### src/rtl/flash_status_pkg.sv
package flash_status_pkg;

  localparam int unsigned NUM_PLANES = 2;

  typedef enum logic [2:0] {
    ST_IDLE      = 3'd0,
    ST_PROG      = 3'd1,
    ST_ERASE     = 3'd2,
    ST_SUSP      = 3'd3,
    ST_SUSP_PROG = 3'd4
  } plane_state_e;

  typedef enum logic [2:0] {
    CMD_NOP     = 3'd0,
    CMD_PROG    = 3'd1,
    CMD_ERASE   = 3'd2,
    CMD_SUSPEND = 3'd3,
    CMD_RESUME  = 3'd4,
    CMD_DONE    = 3'd5
  } cmd_e;

  function automatic logic plane_of(input logic [1:0] quarter, input logic [3:0] map);
    return map[quarter] ? 1'b0 : 1'b1;
  endfunction

  function automatic logic is_prog(input plane_state_e s);
    return (s == ST_PROG) || (s == ST_SUSP_PROG);
  endfunction

  function automatic logic is_erase(input plane_state_e s);
    return (s == ST_ERASE) || (s == ST_SUSP) || (s == ST_SUSP_PROG);
  endfunction

endpackage

### src/rtl/fsg_plane_ctrl.sv
module fsg_plane_ctrl
  import flash_status_pkg::*;
#(
  parameter logic PLANE_IDX = 1'b0
) (
  input  logic         clk_i,
  input  logic         rst_ni,
  input  cmd_e         cmd_i,
  input  logic         cmd_plane_i,
  input  logic         any_prog_i,
  input  logic         any_erase_i,
  input  logic         adv6_i,
  input  logic         adv2_i,
  output plane_state_e state_o,
  output logic         t6_o,
  output logic         t2_o,
  output logic         prog_acc_o,
  output logic         erase_acc_o
);

  plane_state_e state_q, state_d;
  logic t6_q, t2_q;
  logic hit;

  assign hit = (cmd_plane_i == PLANE_IDX);

  assign prog_acc_o  = (cmd_i == CMD_PROG) && hit && !any_prog_i &&
                       ((state_q == ST_IDLE) || (state_q == ST_SUSP));
  assign erase_acc_o = (cmd_i == CMD_ERASE) && hit && !any_erase_i &&
                       (state_q == ST_IDLE);

  always_comb begin
    state_d = state_q;
    unique case (state_q)
      ST_IDLE: begin
        if (prog_acc_o)       state_d = ST_PROG;
        else if (erase_acc_o) state_d = ST_ERASE;
      end
      ST_PROG: begin
        if (cmd_i == CMD_DONE && hit) state_d = ST_IDLE;
      end
      ST_ERASE: begin
        if (cmd_i == CMD_SUSPEND)          state_d = ST_SUSP;
        else if (cmd_i == CMD_DONE && hit) state_d = ST_IDLE;
      end
      ST_SUSP: begin
        if (prog_acc_o)                      state_d = ST_SUSP_PROG;
        else if (cmd_i == CMD_RESUME && hit) state_d = ST_ERASE;
      end
      ST_SUSP_PROG: begin
        if (cmd_i == CMD_DONE && hit) state_d = ST_SUSP;
      end
      default: state_d = ST_IDLE;
    endcase
  end

  always_ff @(posedge clk_i or negedge rst_ni) begin
    if (!rst_ni) begin
      state_q <= ST_IDLE;
      t6_q    <= 1'b0;
      t2_q    <= 1'b0;
    end else begin
      state_q <= state_d;
      if (adv6_i) t6_q <= ~t6_q;
      if (adv2_i) t2_q <= ~t2_q;
    end
  end

  assign state_o = state_q;
  assign t6_o    = t6_q;
  assign t2_o    = t2_q;

  // toggles frozen while idle
  a_r5_idle_hold: assert property (@(posedge clk_i) disable iff (!rst_ni)
    (state_q == ST_IDLE) |=> $stable({t6_q, t2_q}));

  // a programming plane never drives the bit-2 toggle
  a_r3_prog_no_t2: assert property (@(posedge clk_i) disable iff (!rst_ni)
    (state_q == ST_PROG) |=> $stable(t2_q));

  a_r8_resume: assert property (@(posedge clk_i) disable iff (!rst_ni)
    (state_q == ST_SUSP && cmd_i == CMD_RESUME && hit) |=> (state_q == ST_ERASE));

endmodule

### src/rtl/fsg_op_regs.sv
module fsg_op_regs #(
  parameter int unsigned ADDR_W   = 20,
  parameter int unsigned SECT_LSB = 15,
  localparam int unsigned SECT_W  = ADDR_W - SECT_LSB
) (
  input  logic              clk_i,
  input  logic              rst_ni,
  input  logic              prog_acc_i,
  input  logic              erase_acc_i,
  input  logic [ADDR_W-1:0] cmd_addr_i,
  input  logic [7:0]        cmd_data_i,
  output logic [ADDR_W-1:0] last_addr_o,
  output logic              last_d7_o,
  output logic [SECT_W-1:0] erase_sect_o
);

  always_ff @(posedge clk_i or negedge rst_ni) begin
    if (!rst_ni) begin
      last_addr_o  <= '0;
      last_d7_o    <= 1'b0;
      erase_sect_o <= '0;
    end else begin
      if (prog_acc_i) begin
        last_addr_o <= cmd_addr_i;
        last_d7_o   <= cmd_data_i[7];
      end
      if (erase_acc_i) erase_sect_o <= cmd_addr_i[ADDR_W-1:SECT_LSB];
    end
  end

endmodule

### src/rtl/fsg_read_mux.sv
module fsg_read_mux
  import flash_status_pkg::*;
#(
  parameter int unsigned ADDR_W     = 20,
  parameter int unsigned SECT_LSB   = 15,
  parameter logic [3:0]  PLANE0_MAP = 4'b0001,
  localparam int unsigned SECT_W    = ADDR_W - SECT_LSB
) (
  input  logic [ADDR_W-1:0]      rd_addr_i,
  input  logic [7:0]             rd_array_i,
  input  plane_state_e           state_i [NUM_PLANES],
  input  logic [NUM_PLANES-1:0]  t6_i,
  input  logic [NUM_PLANES-1:0]  t2_i,
  input  logic [ADDR_W-1:0]      last_addr_i,
  input  logic                   last_d7_i,
  input  logic [SECT_W-1:0]      erase_sect_i,
  output logic [7:0]             value_o,
  output logic [NUM_PLANES-1:0]  use6_o,
  output logic [NUM_PLANES-1:0]  use2_o
);

  logic         pl;
  logic         sect_hit;
  logic         last_hit;
  logic         poll7;
  plane_state_e st;

  assign pl       = plane_of(rd_addr_i[ADDR_W-1 -: 2], PLANE0_MAP);
  assign st       = state_i[pl];
  assign sect_hit = (rd_addr_i[ADDR_W-1:SECT_LSB] == erase_sect_i);
  assign last_hit = (rd_addr_i == last_addr_i);
  assign poll7    = last_hit ? ~last_d7_i : rd_array_i[7];

  always_comb begin
    value_o = rd_array_i;
    use6_o  = '0;
    use2_o  = '0;
    unique case (st)
      ST_PROG: begin
        value_o[7] = poll7;
        value_o[6] = t6_i[pl];
        value_o[2] = 1'b1;
        use6_o[pl] = 1'b1;
      end
      ST_ERASE: begin
        value_o[7] = 1'b0;
        value_o[6] = t6_i[pl];
        value_o[2] = t2_i[pl];
        use6_o[pl] = 1'b1;
        use2_o[pl] = 1'b1;
      end
      ST_SUSP, ST_SUSP_PROG: begin
        if (sect_hit) begin
          value_o[7] = 1'b1;
          value_o[6] = 1'b1;
          value_o[2] = t2_i[pl];
          use2_o[pl] = 1'b1;
        end else if (st == ST_SUSP_PROG) begin
          value_o[7] = poll7;
          value_o[6] = t6_i[pl];
          value_o[2] = t2_i[pl];
          use6_o[pl] = 1'b1;
          use2_o[pl] = 1'b1;
        end
      end
      default: ;
    endcase
  end

endmodule

### src/rtl/flash_status_gen.sv
module flash_status_gen
  import flash_status_pkg::*;
#(
  parameter int unsigned ADDR_W     = 20,
  parameter int unsigned SECT_LSB   = 15,
  parameter logic [3:0]  PLANE0_MAP = 4'b0001,
  localparam int unsigned SECT_W    = ADDR_W - SECT_LSB
) (
  input  logic              clk_i,
  input  logic              rst_ni,
  input  logic [2:0]        cmd_i,
  input  logic [ADDR_W-1:0] cmd_addr_i,
  input  logic [7:0]        cmd_data_i,
  input  logic              rd_i,
  input  logic [ADDR_W-1:0] rd_addr_i,
  input  logic [7:0]        rd_array_i,
  output logic [7:0]        rd_data_o
);

  cmd_e                  cmd;
  logic                  cmd_plane;
  plane_state_e          state [NUM_PLANES];
  logic [NUM_PLANES-1:0] t6, t2, use6, use2, prog_acc, erase_acc, busy_prog, busy_erase;
  logic                  any_prog, any_erase;
  logic [ADDR_W-1:0]     last_addr;
  logic                  last_d7;
  logic [SECT_W-1:0]     erase_sect;
  logic [7:0]            value;

  assign cmd       = cmd_e'(cmd_i);
  assign cmd_plane = plane_of(cmd_addr_i[ADDR_W-1 -: 2], PLANE0_MAP);
  assign any_prog  = |busy_prog;
  assign any_erase = |busy_erase;

  for (genvar p = 0; p < NUM_PLANES; p++) begin : g_plane
    assign busy_prog[p]  = is_prog(state[p]);
    assign busy_erase[p] = is_erase(state[p]);

    fsg_plane_ctrl #(.PLANE_IDX(1'(p))) u_ctrl (
      .clk_i       (clk_i),
      .rst_ni      (rst_ni),
      .cmd_i       (cmd),
      .cmd_plane_i (cmd_plane),
      .any_prog_i  (any_prog),
      .any_erase_i (any_erase),
      .adv6_i      (rd_i & use6[p]),
      .adv2_i      (rd_i & use2[p]),
      .state_o     (state[p]),
      .t6_o        (t6[p]),
      .t2_o        (t2[p]),
      .prog_acc_o  (prog_acc[p]),
      .erase_acc_o (erase_acc[p])
    );
  end

  fsg_op_regs #(.ADDR_W(ADDR_W), .SECT_LSB(SECT_LSB)) u_regs (
    .clk_i        (clk_i),
    .rst_ni       (rst_ni),
    .prog_acc_i   (|prog_acc),
    .erase_acc_i  (|erase_acc),
    .cmd_addr_i   (cmd_addr_i),
    .cmd_data_i   (cmd_data_i),
    .last_addr_o  (last_addr),
    .last_d7_o    (last_d7),
    .erase_sect_o (erase_sect)
  );

  fsg_read_mux #(.ADDR_W(ADDR_W), .SECT_LSB(SECT_LSB), .PLANE0_MAP(PLANE0_MAP)) u_mux (
    .rd_addr_i    (rd_addr_i),
    .rd_array_i   (rd_array_i),
    .state_i      (state),
    .t6_i         (t6),
    .t2_i         (t2),
    .last_addr_i  (last_addr),
    .last_d7_i    (last_d7),
    .erase_sect_i (erase_sect),
    .value_o      (value),
    .use6_o       (use6),
    .use2_o       (use2)
  );

  always_ff @(posedge clk_i or negedge rst_ni) begin
    if (!rst_ni)   rd_data_o <= '0;
    else if (rd_i) rd_data_o <= value;
  end

  logic         rd_pl;
  plane_state_e rd_st;
  assign rd_pl = plane_of(rd_addr_i[ADDR_W-1 -: 2], PLANE0_MAP);
  assign rd_st = state[rd_pl];

  a_r2_idle_true: assert property (@(posedge clk_i) disable iff (!rst_ni)
    (rd_i && rd_st == ST_IDLE) |=> (rd_data_o == $past(rd_array_i)));

  a_r4_erase_b7: assert property (@(posedge clk_i) disable iff (!rst_ni)
    (rd_i && rd_st == ST_ERASE) |=> (rd_data_o[7] == 1'b0));

  a_r3_prog_b2: assert property (@(posedge clk_i) disable iff (!rst_ni)
    (rd_i && rd_st == ST_PROG) |=> rd_data_o[2]);

  a_r6_held_sector: assert property (@(posedge clk_i) disable iff (!rst_ni)
    (rd_i && (rd_st == ST_SUSP || rd_st == ST_SUSP_PROG) &&
     rd_addr_i[ADDR_W-1:SECT_LSB] == erase_sect) |=> (rd_data_o[7:6] == 2'b11));

  a_r10_single_prog: assert property (@(posedge clk_i) disable iff (!rst_ni)
    $countones(busy_prog) <= 1);

  a_r10_single_erase: assert property (@(posedge clk_i) disable iff (!rst_ni)
    $countones(busy_erase) <= 1);

  a_r11_hold: assert property (@(posedge clk_i) disable iff (!rst_ni)
    !rd_i |=> $stable(rd_data_o));

endmodule

### config.mk
export PLATFORM = sky130hd
export DESIGN_NAME = flash_status_gen
export DESIGN_NICKNAME = d
export VERILOG_FILES = /design/src/rtl/flash_status_pkg.sv /design/src/rtl/fsg_plane_ctrl.sv /design/src/rtl/fsg_op_regs.sv /design/src/rtl/fsg_read_mux.sv /design/src/rtl/flash_status_gen.sv
export SDC_FILE = /design/constraint.sdc
export NUM_CORES = 1
export LEC_CHECK = 0
export ABC_CLOCK_PERIOD_IN_PS = 2300
export BUFFER_PORTS_ARGS = -buffer_cell sky130_fd_sc_hd__buf_2
export CAP_MARGIN = 10
export CORE_MARGIN = 2
export CORE_UTILIZATION = 50
export CTS_CLUSTER_SIZE = 12
export DETAILED_ROUTE_END_ITERATION = 10
export GPL_TIMING_DRIVEN = 0
export PLACE_DENSITY_LB_ADDON = 0.1
export SLEW_MARGIN = 20
export SYNTH_ARGS = -nofsm -noshare
export SYNTH_HDL_FRONTEND = slang
export SYNTH_SLANG_ARGS = --single-unit
### constraint.sdc
create_clock -name clk_i -period 2.3 [get_ports clk_i]
set_input_delay 0.46 -clock clk_i [delete_from_list [all_inputs] [get_ports clk_i]]
set_output_delay 0.46 -clock clk_i [all_outputs]
set_load 0.01 [all_outputs]
* Word-level counts from Yosys, hierarchy flattened
Index checks and enable logic that the tools add are counted.
** Cells by class
- Order comparisons :: 5
- Equal/unequal tests :: 25
- Muxes and demuxes :: 43
- Bitwise logic cells :: 10
- Reduce and logical (&&, ||, !) cells :: 37
** Operators by type and width (count)
- 3-bit two-way mux :: 17
- 3-bit one-hot mux with 5 select lines :: 2
- 3-bit by 2-bit equality test with 1-bit output (second input constant) :: 8
- 20-bit equality test :: 1
- 1-bit logical AND :: 17
- 3-bit equality test (second input constant) :: 5
- 3-bit by 1-bit equality test with 1-bit output (second input constant) :: 4
- 1-bit two-way mux :: 12
- 3-bit by 1-bit != test with 1-bit output (second input constant) :: 4
- 2-bit OR reduction :: 6
- 2-bit two-way mux :: 5
- 1-bit logical OR :: 8
- 2-bit one-hot mux with 2 select lines :: 2
- 3-bit zero test :: 2
- 2-bit by 3-bit less-than comparator with 1-bit output (second input constant) :: 2
- 2-bit one-hot mux with 3 select lines :: 1
- 3-bit AND reduction :: 2
- 5-bit equality test :: 1
- 1-bit inverter :: 5
- 1-bit bitwise AND :: 4
- 1-bit binary-select mux with 2-bit select :: 2
- 2-bit by 1-bit != test with 1-bit output (second input constant) :: 2
- 1-bit one-hot mux with 3 select lines :: 1
- 2-bit >= comparator (second input constant) :: 1
- 5 further kinds :: 6
** Word-level totals
- Register bits after elaboration :: 44
- Input port bits :: 62
- Output and inout bits :: 8

* Longest topological paths before layout
- Depth in word-level cells :: 12
- Depth in mapped cells :: 7
- Gate-level depth less buffers :: 6

* By module
From an unflattened synthesis, not the netlist that was laid out.
** Second synthesis, totals
- Cell total of the unflattened synthesis :: 273
- Area total of the unflattened synthesis :: 2946.6 sq um
** By module, submodules not included
- fsg_op_regs :: instances 1, cells each 54, area each 1041.0 sq um, seq. area each 650.6 sq um
- fsg_read_mux :: instances 1, cells each 103, area each 770.7 sq um, seq. area each 0.0 sq um
- flash_status_gen :: instances 1, cells each 32, area each 397.9 sq um, seq. area each 200.2 sq um
- fsg_plane_ctrl at g_plane[0].u_ctrl :: instances 1, cells each 43, area each 369.1 sq um, seq. area each 125.1 sq um
- fsg_plane_ctrl at g_plane[1].u_ctrl :: instances 1, cells each 41, area each 367.9 sq um, seq. area each 125.1 sq um

* Worst setup path after synthesis
OpenSTA, ideal clock, no wires.
- Path kind :: in2reg
- Start :: input port cmd_i[0]
- End :: register u_regs.erase_sect_o[0]
- Arrival :: 1766 ps
- Required time :: 2172 ps
- Setup slack :: 407 ps
- Cell stages on the path :: 5
- Path buffers :: 0
- Cell sequence :: or3b_1 -> nor4_2 -> nand2_1 -> nor2_4 -> mux2_1
** On the way
- Cells in the longest elaborated chain, start to end :: 5
** RTL lines
- from (decl) :: RTL line flash_status_gen.sv:11 : input logic [2:0] cmd_i,
- 3-bit by 2-bit equality test with 1-bit output * :: RTL line fsg_plane_ctrl.sv:29 : assign erase_acc_o = (cmd_i == CMD_ERASE) && hit && !any_erase_i &&
- 1-bit logical AND (3 in series) :: RTL line fsg_plane_ctrl.sv:29
- 2-bit OR reduction * :: RTL line flash_status_gen.sv:60 : .erase_acc_i (|erase_acc),
- to (signal assigned) :: RTL line fsg_op_regs.sv:27 : if (erase_acc_i) erase_sect_o <= cmd_addr_i[ADDR_W-1:SECT_LSB];
- to (decl) :: RTL line fsg_op_regs.sv:14 : output logic [SECT_W-1:0] erase_sect_o
Every way passes the cells marked *; elsewhere a longest branch is shown, timed or not.
A chain may end at the register's enable or synchronous reset.

* Worst setup path after layout
- Start :: register g_plane[1].u_ctrl.state_q[0]
- End :: register u_regs.last_addr_o[17]
** On the way
- Cells in the longest elaborated chain, start to end :: 7
** RTL lines
- from (decl) :: RTL line fsg_plane_ctrl.sv:21 : plane_state_e state_q, state_d;
- from (signal assigned) :: RTL line fsg_plane_ctrl.sv:63 : state_q <= state_d;
- 3-bit by 1-bit equality test with 1-bit output or 3-bit equality test (tied branches) :: RTL line flash_status_pkg.sv:27 : return (s == ST_PROG) || (s == ST_SUSP_PROG);
- 1-bit logical OR :: RTL line flash_status_pkg.sv:27
- 2-bit OR reduction :: RTL line flash_status_gen.sv:32 : assign any_prog = |busy_prog;
- 1-bit zero test :: RTL line fsg_plane_ctrl.sv:27 : assign prog_acc_o = (cmd_i == CMD_PROG) && hit && !any_prog_i &&
- 1-bit logical AND (2 in series) :: RTL line fsg_plane_ctrl.sv:27
- 2-bit OR reduction * :: RTL line flash_status_gen.sv:59 : .prog_acc_i (|prog_acc),
- to (signal assigned) :: RTL line fsg_op_regs.sv:24 : last_addr_o <= cmd_addr_i;
- to (decl) :: RTL line fsg_op_regs.sv:12 : output logic [ADDR_W-1:0] last_addr_o,
Marked as above.

==> flow_summary.ini <==
[outcome]
result_of_the_run = finished, final reports clean

[synth]
postSynthNetCount = 320
yosysUniqueCellTypes = 52
yosysWarnings = 0
synth-seq-area-share = 0.412
syn_area_per_cell_um2 = 10.4
synthCells = 258
synth_area_um2 = 2670
yosys_register_bits = 44

[place]
placed_cells = 389
dpl_cell_area_um2 = 3070
io_buffer_count = 61
finalWeightedCongestion = 0.893
post_dp_hpwl_mm = 4.16

[flow_run]
max_cap_violations = 0

[pwr]
power_density_nw_per_um2 = 961
cellLeakagePower_nw = 1.44
design_power_total_mw = 3.06
worst_ir_drop_vdd_mv = 0.580

[sta]
timing_hold_violations_final = 0
grt_setup_unrepaired = false
clock_skew_ps = 8.81
shortest_clock_period_the_worst_path_allows_after_layout_ps = 2100
finalSetupViolations = 0
tns_ps = 0
slew-limit-headroom = 0.564
tightestPinTransition_ps = 654
fmaxAchievable_mhz = 476
timing.final.crit_share = 0.914
report.final.slew_viol_count = 0

[detailed_routing]
detailroute.via_count = 2136
drt_pre_antenna_iters = 4
route.detailed.drc = 0
detail_route.vias_per_cell = 5.37
route.detailed.wl_per_inst_um = 13.9
antenna_violating_nets_post_route = 0
drt_iter0_markers = 135
routed_wirelength_mm = 5.52

[worst_setup_path]
worstPathArrival_ps = 2280
reg2reg_from = g_plane[1].u_ctrl.state_o[0]
timing.critical_path.fanout_max = 10
worstSetupPathType = reg2reg
timing.critical_path.required_ps = 2480
critical_path.endpoint_type = register
worst_setup_sp = g_plane[1].u_ctrl.state_o[0]
worst_setup_path_start_kind = register

[cts]
post-cts-setup-buffers = 0
cts_inserted_buffers = 5
path_clk_slew_ps = 90
cts_resized = 0
clk-insertion-delay-late_ps = 300
tritoncts = yes
cts-root-buf = clkbuf_8
cts_hold_buffers = 0
h-tree-depth = 2
tritoncts_num_sinks = 44
cts.path.max_buffers = 2

[cells_and_area]
num-nets-final = 389
instances_no_fill = 398
flow.area_growth_from_synthesis_pct = 19.0
antenna_cells_inserted = 0
final_cell_area_um2 = 3180
post_route_cells_drive_above_1_share = 0.348

[grt]
number_of_antenna_violations_at_the_first_check_in_global_routing = 0
grt_pass1_vias = 2127
grt_start_max_net_pins = 45
grt_pass1_wl_mm = 9.66
gr-total-overflow = 0
total_grt_usage = 0.200

[floorplanning]
rows = 26
floorplan.die_area_um2 = 5950
io_pins = 70
starting_utilization_of_the_core_area = 0.520
die-height_um = 77.1
core_um2 = 5140
floorplan.die.width_um = 77.1

[worst_hold_path]
worst_hold_path_type = in2async
-- placed cells by master (no fill, tap or decap), types with 8 or more instances in the layout --
| master | Yosys | routed |
|---|---|---|
| buf_2 | 2 | 63 |
| mux2_2 | 25 | 25 |
| o21ai_0 | 15 | 15 |
| dfrtp_1 | 44 | 44 |
| xor2_1 | 14 | 14 |
| nor2_1 | 12 | 12 |
| clkbuf_8 | 3 | 8 |
| a21oi_1 | 8 | 8 |
| xnor2_1 | 18 | 18 |
| nor3_1 | 9 | 9 |
| nand2_1 | 18 | 18 |
-- path summary, 6_finish.rpt --
check                                    endpoint  slack, ps  depth (start not counted)
max in group asynchronous  u_regs.erase_sect_o[1]       1600                          2
min in group clk_i          u_regs.last_addr_o[8]        370                          2
min                         u_regs.last_addr_o[9]        180                          1
max                        u_regs.last_addr_o[17]        200                          6
min reg2reg                g_plane[0].u_ctrl.t2_o        470                          1
max reg2reg                u_regs.last_addr_o[17]        200                          6
-- sequential cells by signal (all words and copies together) (netlist names) --
register	count
u_regs.last_addr_o	20
rd_data_o	8
g_plane.u_ctrl.state_o	6
u_regs.erase_sect_o	5
g_plane.u_ctrl.t2_o	2
g_plane.u_ctrl.t6_o	2
u_regs.last_d7_o	1
-- per-layer routing --
layer | up-vias | track usage | routed length [um] | part of all wire
met2 | 49 | 0.343 | 2590 | 0.47
li1 | 1068 | - | - | -
met4 | 0 | 0.0518 | 40 | 0.0073
met3 | 5 | 0.0459 | 269 | 0.049
met1 | 1014 | 0.255 | 2610 | 0.47
met5 | - | 0 | 0 | 0
-- cells in the mapped netlist (all sizes together) --
| library cell | instances | area share |
|---|---|---|
| o221ai | 1 | 0.0033 |
| nand3b | 1 | 0.0028 |
| inv | 5 | 0.0070 |
| nand2 | 18 | 0.025 |
| a32o | 1 | 0.0037 |
| nor2 | 14 | 0.025 |
| o32ai | 2 | 0.0066 |
| a22o | 1 | 0.0033 |
| and4b | 1 | 0.0037 |
| nand3 | 6 | 0.011 |
| and3 | 2 | 0.0051 |
| nor2b | 2 | 0.0047 |
| a41o | 1 | 0.0037 |
| o22ai | 3 | 0.0070 |
| and3b | 1 | 0.0033 |
| clkbuf | 8 | 0.022 |
| buf | 6 | 0.016 |
| and2b | 2 | 0.0066 |
| a31o | 1 | 0.0033 |
| o2111ai | 2 | 0.0066 |
| xor2 | 14 | 0.046 |
| dfrtp | 44 | 0.41 |
| o31ai | 2 | 0.0056 |
| a21oi | 9 | 0.018 |
| or2 | 2 | 0.0047 |
| o21ai | 16 | 0.030 |
| o211ai | 3 | 0.0084 |
| nand4 | 4 | 0.0094 |
| nor3 | 9 | 0.017 |
| nor4 | 3 | 0.0094 |
| a31oi | 3 | 0.0070 |
| a21o | 2 | 0.0056 |
| a2111o | 1 | 0.0042 |
| mux2i | 5 | 0.023 |
| a221oi | 1 | 0.0033 |
| o21a | 1 | 0.0028 |
| xnor2 | 18 | 0.059 |
| nor3b | 2 | 0.0056 |
| or3b | 1 | 0.0033 |
| nand2b | 7 | 0.016 |
| mux2 | 32 | 0.13 |
| nor4b | 1 | 0.0033 |
-- area by class of cell --
| cell class | count | area [um2] |
|---|---|---|
| clock buffers | 6 | 72.6 |
| inverters | 5 | 18.8 |
| flip-flops and latches | 44 | 1100 |
| multi-input cells | 195 | 1450 |
| clock inverters | 2 | 16.3 |
| well taps | 70 | 87.6 |
| plain buffers | 14 | 104 |
| fillers | 466 | 1960 |
| repair buffers | 62 | 333 |
-- stage by stage --
step	hold slack, ps	utilization	setup slack (ps)
CTS	354	0.614	197
global route	236	0.619	109
global placement	461	0.597	121
detailed placement	470	0.597	96.9
finish	184	0.619	198
floorplan	164	-	407
-- logic make-up after synthesis --
logic type / after synthesis / share of synthesized area
compound gates: 50 / 0.123
simple gates: 76 / 0.157
flops: 44 / 0.412
xor+xnor: 32 / 0.105
mux: 37 / 0.158
buf+inv: 19 / 0.0459
-- worst max-delay path, stage by stage, from the launching register on --
cell and delay, ps:
dfrtp_1 390, clkbuf_8 160, xnor2_1 150, o221ai_1 430
nand2b_1 270, buf_4 240, mux2_2 350
-- where the power goes --
part	internal [mW]	total (mW)	leakage [nW]	switching, mW
registers	1.10	1.30	0.548	0.201
logic	0.669	1.28	0.854	0.611
clock network	0.216	0.481	0.0414	0.264
total	1.98	3.06	1.44	1.08
(Power assumes the default switching activity.)
